$ cat src/rtl/mash_pkg.sv
// Shared definitions for the programmable-modulus sigma-delta modulator.
// Assumes a third-order cancellation network; ORDER is fixed by that network.
package mash_pkg;
    localparam int ORDER = 3;
    localparam int OUT_W = 4;
    typedef logic signed [OUT_W-1:0] sdm_out_t;
endpackage

$ cat src/rtl/mash_cfg.sv
// Configuration holder: captures numerator, modulus and dither request on a
// write strobe and derives the validity and dither-permission flags.
// Assumes the write strobe is a single-cycle pulse from the owning logic.
module mash_cfg #(
    parameter int MOD_W          = 12,
    parameter int MIN_DITHER_MOD = 50
) (
    input  logic             clk,
    input  logic             rst_n,
    input  logic             cfg_wr,
    input  logic [MOD_W-1:0] frac_in,
    input  logic [MOD_W-1:0] mod_in,
    input  logic             dither_req,
    output logic [MOD_W-1:0] frac_q,
    output logic [MOD_W-1:0] mod_q,
    output logic             dither_on,
    output logic             dither_blocked,
    output logic             cfg_bad,
    output logic             frac_zero
);
    localparam logic [MOD_W-1:0] MIN_MOD_DITH = MOD_W'(MIN_DITHER_MOD);
    localparam logic [MOD_W-1:0] MIN_MOD      = MOD_W'(2);

    logic req_q;

    // Capture the settings on a write; reset gives numerator 0, modulus 2.
    always_ff @(posedge clk) begin
        if (!rst_n) begin
            frac_q <= '0;
            mod_q  <= MIN_MOD;
            req_q  <= 1'b0;
        end else if (cfg_wr) begin
            frac_q <= frac_in;
            mod_q  <= mod_in;
            req_q  <= dither_req;
        end
    end

    // Derive validity and dither permission from the held settings.
    always_comb begin
        cfg_bad        = (mod_q < MIN_MOD) || (frac_q >= mod_q);
        dither_blocked = req_q && (mod_q < MIN_MOD_DITH);
        dither_on      = req_q && !dither_blocked;
        frac_zero      = (frac_q == '0);
    end

    // settings change only on a write.
    assert_cfg_hold_R10: assert property (@(posedge clk) disable iff (!rst_n)
        !cfg_wr |=> ($stable(frac_q) && $stable(mod_q)));
endmodule

$ cat src/rtl/mash_stage.sv
// One modulo-MOD accumulator stage: adds its input (plus an optional
// injected bit) to the held value, wraps at the modulus and raises carry.
// Assumes addend < mod_q and held value < mod_q, so one subtraction suffices.
module mash_stage #(
    parameter int MOD_W = 12
) (
    input  logic             clk,
    input  logic             rst_n,
    input  logic             clr,
    input  logic             adv,
    input  logic [MOD_W-1:0] mod_q,
    input  logic [MOD_W-1:0] addend,
    input  logic             inject,
    output logic [MOD_W-1:0] wrapped,
    output logic             carry
);
    localparam int SUM_W = MOD_W + 1;

    logic [MOD_W-1:0] acc_q;
    logic [SUM_W-1:0] sum;
    logic [SUM_W-1:0] sum_less;

    // Form the sum, compare against the modulus and wrap.
    always_comb begin
        sum      = {1'b0, acc_q} + {1'b0, addend} + SUM_W'(inject);
        carry    = (sum >= {1'b0, mod_q});
        sum_less = sum - {1'b0, mod_q};
        wrapped  = carry ? sum_less[MOD_W-1:0] : sum[MOD_W-1:0];
    end

    // Hold the accumulator; clear on reset or restart, update on a step.
    always_ff @(posedge clk) begin
        if (!rst_n || clr) acc_q <= '0;
        else if (adv)      acc_q <= wrapped;
    end

    // held value never reaches the modulus.
    assert_acc_in_range_R2: assert property (@(posedge clk) disable iff (!rst_n)
        (acc_q < mod_q) || (acc_q == '0));
endmodule

$ cat src/rtl/mash_dither.sv
// Pseudo-random dither source: Fibonacci shift register, seeded to 1 at
// restart, stepped once per modulator step. Assumes TAPS describes a
// maximal-length polynomial for width W.
module mash_dither #(
    parameter int         W    = 21,
    parameter logic [W-1:0] TAPS = 21'h140000
) (
    input  logic clk,
    input  logic rst_n,
    input  logic clr,
    input  logic adv,
    output logic dbit
);
    logic [W-1:0] lfsr_q;
    logic         fb;

    // Feedback is the parity of the tapped bits.
    always_comb fb = ^(lfsr_q & TAPS);

    // Shift left on each step; reseed on reset or restart.
    always_ff @(posedge clk) begin
        if (!rst_n || clr) lfsr_q <= W'(1);
        else if (adv)      lfsr_q <= {lfsr_q[W-2:0], fb};
    end

    assign dbit = lfsr_q[0];

    // register never falls into the all-zero lock-up state.
    assert_lfsr_live_R6: assert property (@(posedge clk) disable iff (!rst_n)
        lfsr_q != '0);
endmodule

$ cat src/rtl/mash_cancel.sv
// Error-cancellation network: combines the three carries with their
// delayed copies into one signed offset and registers it.
// Assumes carry[0..2] come from stages 1..3 of the same step.
module mash_cancel
    import mash_pkg::*;
(
    input  logic             clk,
    input  logic             rst_n,
    input  logic             clr,
    input  logic             adv,
    input  logic             force_zero,
    input  logic [ORDER-1:0] carry,
    output sdm_out_t         y_q
);
    logic     c2_d1, c3_d1, c3_d2;
    logic [OUT_W-1:0] y_raw;

    // Sum of first, second and third difference terms, modulo 2^OUT_W.
    always_comb begin
        y_raw = {3'b0, carry[0]}
              + {3'b0, carry[1]} - {3'b0, c2_d1}
              + {3'b0, carry[2]} - {2'b0, c3_d1, 1'b0} + {3'b0, c3_d2};
    end

    // Update history and output on a step; clear on reset or restart.
    always_ff @(posedge clk) begin
        if (!rst_n || clr) begin
            c2_d1 <= 1'b0;
            c3_d1 <= 1'b0;
            c3_d2 <= 1'b0;
            y_q   <= '0;
        end else if (adv) begin
            c2_d1 <= carry[1];
            c3_d1 <= carry[2];
            c3_d2 <= c3_d1;
            y_q   <= force_zero ? '0 : sdm_out_t'(y_raw);
        end
    end

    // output stays inside -3..+4.
    assert_out_range_R3: assert property (@(posedge clk) disable iff (!rst_n)
        (y_q >= -4'sd3) && (y_q <= 4'sd4));
    // a restart leaves output and history cleared.
    assert_restart_clear_R10: assert property (@(posedge clk) disable iff (!rst_n)
        clr |=> (y_q == '0 && !c3_d1 && !c3_d2 && !c2_d1));
    // no step, no output change.
    assert_hold_idle_R11: assert property (@(posedge clk) disable iff (!rst_n)
        (!adv && !clr) |=> $stable(y_q));
endmodule

$ cat src/rtl/mash_frac_sdm.sv
// Top of the third-order programmable-modulus sigma-delta modulator.
// Chains three modulo-MOD stages, injects dither into the last stage and
// recombines carries. Assumes ref_tick pulses once per reference cycle.
module mash_frac_sdm
    import mash_pkg::*;
#(
    parameter int                  MOD_W          = 12,
    parameter int                  DITHER_W       = 21,
    parameter logic [DITHER_W-1:0] DITHER_TAPS    = 21'h140000,
    parameter int                  MIN_DITHER_MOD = 50
) (
    input  logic                    clk,
    input  logic                    rst_n,
    input  logic                    ref_tick,
    input  logic                    cfg_wr,
    input  logic [MOD_W-1:0]        frac_in,
    input  logic [MOD_W-1:0]        mod_in,
    input  logic                    dither_req,
    output logic signed [OUT_W-1:0] offset_out,
    output logic                    dither_blocked,
    output logic                    cfg_bad
);
    localparam logic [MOD_W-1:0] MIN_MOD_DITH = MOD_W'(MIN_DITHER_MOD);

    logic [MOD_W-1:0] frac_q, mod_q;
    logic             dither_on, frac_zero, adv, lfsr_bit, dith_bit;
    logic [MOD_W-1:0] stage_in   [ORDER];
    logic [MOD_W-1:0] stage_wrap [ORDER];
    logic [ORDER-1:0] stage_carry;
    sdm_out_t         y_q;

    mash_cfg #(.MOD_W(MOD_W), .MIN_DITHER_MOD(MIN_DITHER_MOD)) u_cfg (
        .clk(clk), .rst_n(rst_n), .cfg_wr(cfg_wr),
        .frac_in(frac_in), .mod_in(mod_in), .dither_req(dither_req),
        .frac_q(frac_q), .mod_q(mod_q), .dither_on(dither_on),
        .dither_blocked(dither_blocked), .cfg_bad(cfg_bad), .frac_zero(frac_zero)
    );

    // A step happens on a tick unless a write or an unusable setting blocks it.
    always_comb adv = ref_tick && !cfg_wr && !cfg_bad;

    mash_dither #(.W(DITHER_W), .TAPS(DITHER_TAPS)) u_dither (
        .clk(clk), .rst_n(rst_n), .clr(cfg_wr), .adv(adv), .dbit(lfsr_bit)
    );

    // Dither reaches the chain only when the mode is permitted.
    always_comb dith_bit = dither_on && lfsr_bit;

    for (genvar k = 0; k < ORDER; k++) begin : g_stage
        logic inj;
        if (k == 0) begin : g_first
            assign stage_in[k] = frac_q;
        end else begin : g_next
            assign stage_in[k] = stage_wrap[k-1];
        end
        if (k == ORDER - 1) begin : g_inj
            assign inj = dith_bit;
        end else begin : g_noinj
            assign inj = 1'b0;
        end
        mash_stage #(.MOD_W(MOD_W)) u_stage (
            .clk(clk), .rst_n(rst_n), .clr(cfg_wr), .adv(adv),
            .mod_q(mod_q), .addend(stage_in[k]), .inject(inj),
            .wrapped(stage_wrap[k]), .carry(stage_carry[k])
        );
    end

    mash_cancel u_cancel (
        .clk(clk), .rst_n(rst_n), .clr(cfg_wr), .adv(adv),
        .force_zero(frac_zero), .carry(stage_carry), .y_q(y_q)
    );

    assign offset_out = y_q;

    // a dither bit never enters the chain below the modulus floor.
    assert_dither_floor_R7: assert property (@(posedge clk) disable iff (!rst_n)
        dith_bit |-> (mod_q >= MIN_MOD_DITH));
    // an unusable setting keeps the output at zero.
    assert_bad_zero_R8: assert property (@(posedge clk) disable iff (!rst_n)
        cfg_bad |=> (offset_out == '0));
    // zero numerator keeps the output at zero.
    assert_frac_zero_R9: assert property (@(posedge clk) disable iff (!rst_n)
        frac_zero |=> (offset_out == '0));
endmodule

$ cat config.mk
export PLATFORM = sky130hd
export DESIGN_NAME = mash_frac_sdm
export DESIGN_NICKNAME = d
export VERILOG_FILES = /design/src/rtl/mash_pkg.sv /design/src/rtl/mash_cfg.sv /design/src/rtl/mash_stage.sv /design/src/rtl/mash_dither.sv /design/src/rtl/mash_cancel.sv /design/src/rtl/mash_frac_sdm.sv
export SDC_FILE = /design/constraint.sdc
export NUM_CORES = 1
export LEC_CHECK = 0
export ABC_AREA = 1
export BUFFER_PORTS_ARGS = -buffer_cell sky130_fd_sc_hd__buf_2
export CORE_MARGIN = 2
export CORE_UTILIZATION = 55
export DETAILED_ROUTE_END_ITERATION = 8
export GPL_ROUTABILITY_DRIVEN = 0
export MAX_ROUTING_LAYER = met4
export PLACE_DENSITY = 0.77
export REMOVE_ABC_BUFFERS = 1
export SETUP_SLACK_MARGIN = 0.2
export SLEW_MARGIN = 20
export SYNTH_ARGS = -nofsm -noshare
export SYNTH_HDL_FRONTEND = slang
export SYNTH_HIERARCHICAL = 1
export SYNTH_SLANG_ARGS = --single-unit
$ cat constraint.sdc
create_clock -name clk -period 24.9 [get_ports clk]
set_input_delay 1.245 -clock clk [delete_from_list [all_inputs] [get_ports clk]]
set_output_delay 1.245 -clock clk [all_outputs]
set_load 0.01 [all_outputs]
==> results.md <==
* CP max FO at 14
* Iteration-0 DRC Markers at 632
* Clk pin slew, worst setup/hold paths at 0.07 ns
* DRC viols at 0
* Status: completed
* Min-Delay Path Class: reg2reg
* CTS Hold Bufs at 0
* Largest net degree at the start of global routing at 71
* Switching portion of total power at 54.8%
* Vias at 8415
* Pint at 0.573 mW
* Peak VDD IR at 86.4 uV
* First drt pass iteration count at 5
* Final Hold Violating Endpoints at 0
* Clk pwr share at 11.6%
* Critical Path AT at 10.51 ns
* Synth Instances at 1357
* Total global routing overflow at 0
* Delay of the slowest critical-path stage at 0.52 ns
* H-Tree Depth at 3
* Max-Cap Viols at 0
* Ys Warns at 6
* # resized after CTS at 0
* Worst relative slew slack at 46.4%
* Final ANT Viol Nets at 0
* Die H at 129 um
* I/O Pins at 35
* Avg Cell Area, Syn at 6.34 sq um
* PwrDens at 140 nW/um^2
* Wire length on met2 at 10.3 mm
* # port buffers at 34
* Vias/cell at 5.30
* First-pass GRT wire length at 36.6 mm
* CTS root buf: clkbuf_16
* Post-Syn Area at 8600 sq um
* HPWL Detailed at 17.7 mm
* Tcrit/Tclk final at 41.1%
* Number of antenna diodes at 0
* Seq pwr share at 12.5%
* Layout cells sized above 1 at 9.22%
* CTS sink count at 89
* RSZ-0062 raised after global routing: no
* Final Net Count at 1500
* Final setup viols at 0
* Slew Viols, Final at 0
* Post-Route WL at 22.6 mm
* Initial antenna violation count at 0
* Crit end category: flop
* Top sig layer: met4
* P_leak at 4.91 nW
* Met3 Wirelength at 1.45 mm
* Switch Pwr at 0.695 mW
* Worst Setup Start Kind: flop
* Setup TNS Final at 0 ns
* WL per Instance at 14.3 um
* Setup Skew at 0.00731 ns
* Clk_lat worst skew at 0.36 ns
* Core Region at 15300 sq um
* CTS tree: done
* Register cell area after layout at 1780 sq um
* Site Rows at 45
* Total GRT Usage at 28.7%
* Num CTS Buffers at 9
* Postcts setup bufs at 0
* Critical Setup Path Class: reg2reg
* Multi-input logic area at 5750 sq um
* Time the worst path needs with I/O delays and setup at 10.23 ns
* Crit path top cell by count: nand2_1
* Die W at 129 um
* Synth-to-Final Area Change at 5.57%
* Slew @ Worst Pin at 0.803 ns
* Fill count at 1475
* Comb pwr share at 75.8%
* Vias in the first global route at 7519
* WP data required at 25.18 ns
* Fmax at 0.0978 GHz
* M1 WL at 10.0 mm
* Initial Util at 56.4%
* Fin Hold WS at 0.461 ns
* DIE AREA at 16700 sq um
* CTS Buffer Depth at 2
* Critical-path top delay cell: fa_1
==> layout make-up <==
class                   count  area share (%)
multi-input cells        1030            63.4
flip-flops and latches     89            19.6
inverters                 208            8.63
well taps                 211            2.91
clock buffers              10            2.63
repair buffers             35            1.96
clock inverters             6           0.868
==> metrics by stage <==
stage | instance area, sq um | util (%) | total power [mW] | std cells | setup WS (ns)
CTS | 9080 | 59.5 | 1.26 | 1589 | 14.71
finish | 9080 | 59.5 | 1.27 | 1589 | 14.67
global route | 9080 | 59.5 | 1.39 | 1589 | 13.82
global placement | 8760 | 57.4 | 1.10 | 1573 | 15.04
floorplan | 8310 | - | 0.914 | 1327 | 15.61
detailed placement | 8760 | 57.4 | 1.11 | 1573 | 14.74
==> state kept, by name (all words and copies together), names as in the netlist <==
signal and count:
u_cfg/mod_q 12, u_cfg/frac_q 12, u_cancel/y_q 4, u_cancel/c3_d1 1, u_cancel/c2_d1 1, u_cancel/c3_d2 1, g_stage.u_stage/acc_q 36, u_cfg/req_q 1
u_dither/lfsr_q 21
==> worst paths after layout <==
kind	start	endpoint	slack (ns)	depth (start not counted)
setup / recovery	u_cfg/frac_q[0]	u_cancel/y_q[1]	14.67	58
hold / removal	u_dither/lfsr_q[1]	u_dither/lfsr_q[1]	0.46	2
setup reg to reg	u_cfg/frac_q[0]	u_cancel/y_q[1]	14.67	58
hold reg to reg	u_dither/lfsr_q[1]	u_dither/lfsr_q[1]	0.46	2
==> per-layer routing <==
metal  vias to the layer above  global-route usage, %
met2                       251                   45.6
met4                         0                   11.3
met3                        58                   5.00
met1                      3795                   36.3
met5                         -                      -
li1                       4311                      -
==> power groups by stage <==
stage	sequential [mW]	clock (mW)	combinational [mW]
2_1_floorplan	0.157	0	0.757
6_report	0.159	0.148	0.962
3_3_place_gp	0.162	0	0.937
3_5_place_dp	0.162	0	0.946
4_1_cts	0.158	0.150	0.955
5_1_grt	0.159	0.157	1.08
==> placed cells by master (no fill, tap or decap), types with 2 or more instances in the layout <==
| cell | instances |
|---|---|
| nand2_1 | 360 |
| inv_1 | 204 |
| nor2_1 | 176 |
| nand3_1 | 129 |
| dfxtp_1 | 89 |
| ha_1 | 87 |
| a21oi_1 | 74 |
| nand2_2 | 38 |
| buf_2 | 34 |
| xor2_1 | 30 |
| o21ai_0 | 28 |
| xnor2_1 | 14 |
| nand4_1 | 13 |
| fa_1 | 11 |
| clkbuf_16 | 9 |
| nand3_2 | 8 |
| o21bai_1 | 8 |
| o21ai_1 | 8 |
| nand2_4 | 7 |
| nor2_2 | 7 |
| a21o_1 | 5 |
| a21oi_2 | 4 |
| nor2_4 | 3 |
| inv_6 | 3 |
| inv_2 | 3 |
| a21oi_4 | 3 |
| a211oi_1 | 3 |
| nor4_1 | 3 |
| inv_8 | 2 |
| conb_1 | 2 |
| a21boi_0 | 2 |
| a31oi_1 | 2 |
==> worst max-delay path, delay by kind of cell, from the launching register on <==
kind                       cells  cell delay, ns
adders and majority gates     11            4.65
DFF                            1            0.34
and+or+nand+nor               38            3.87
xor gates and xnor gates       3            0.52
AOI/OAI and AO/OA              4            0.64
buffers and inverters          2            0.12
Note: power is estimated with default switching activity, not from simulation.
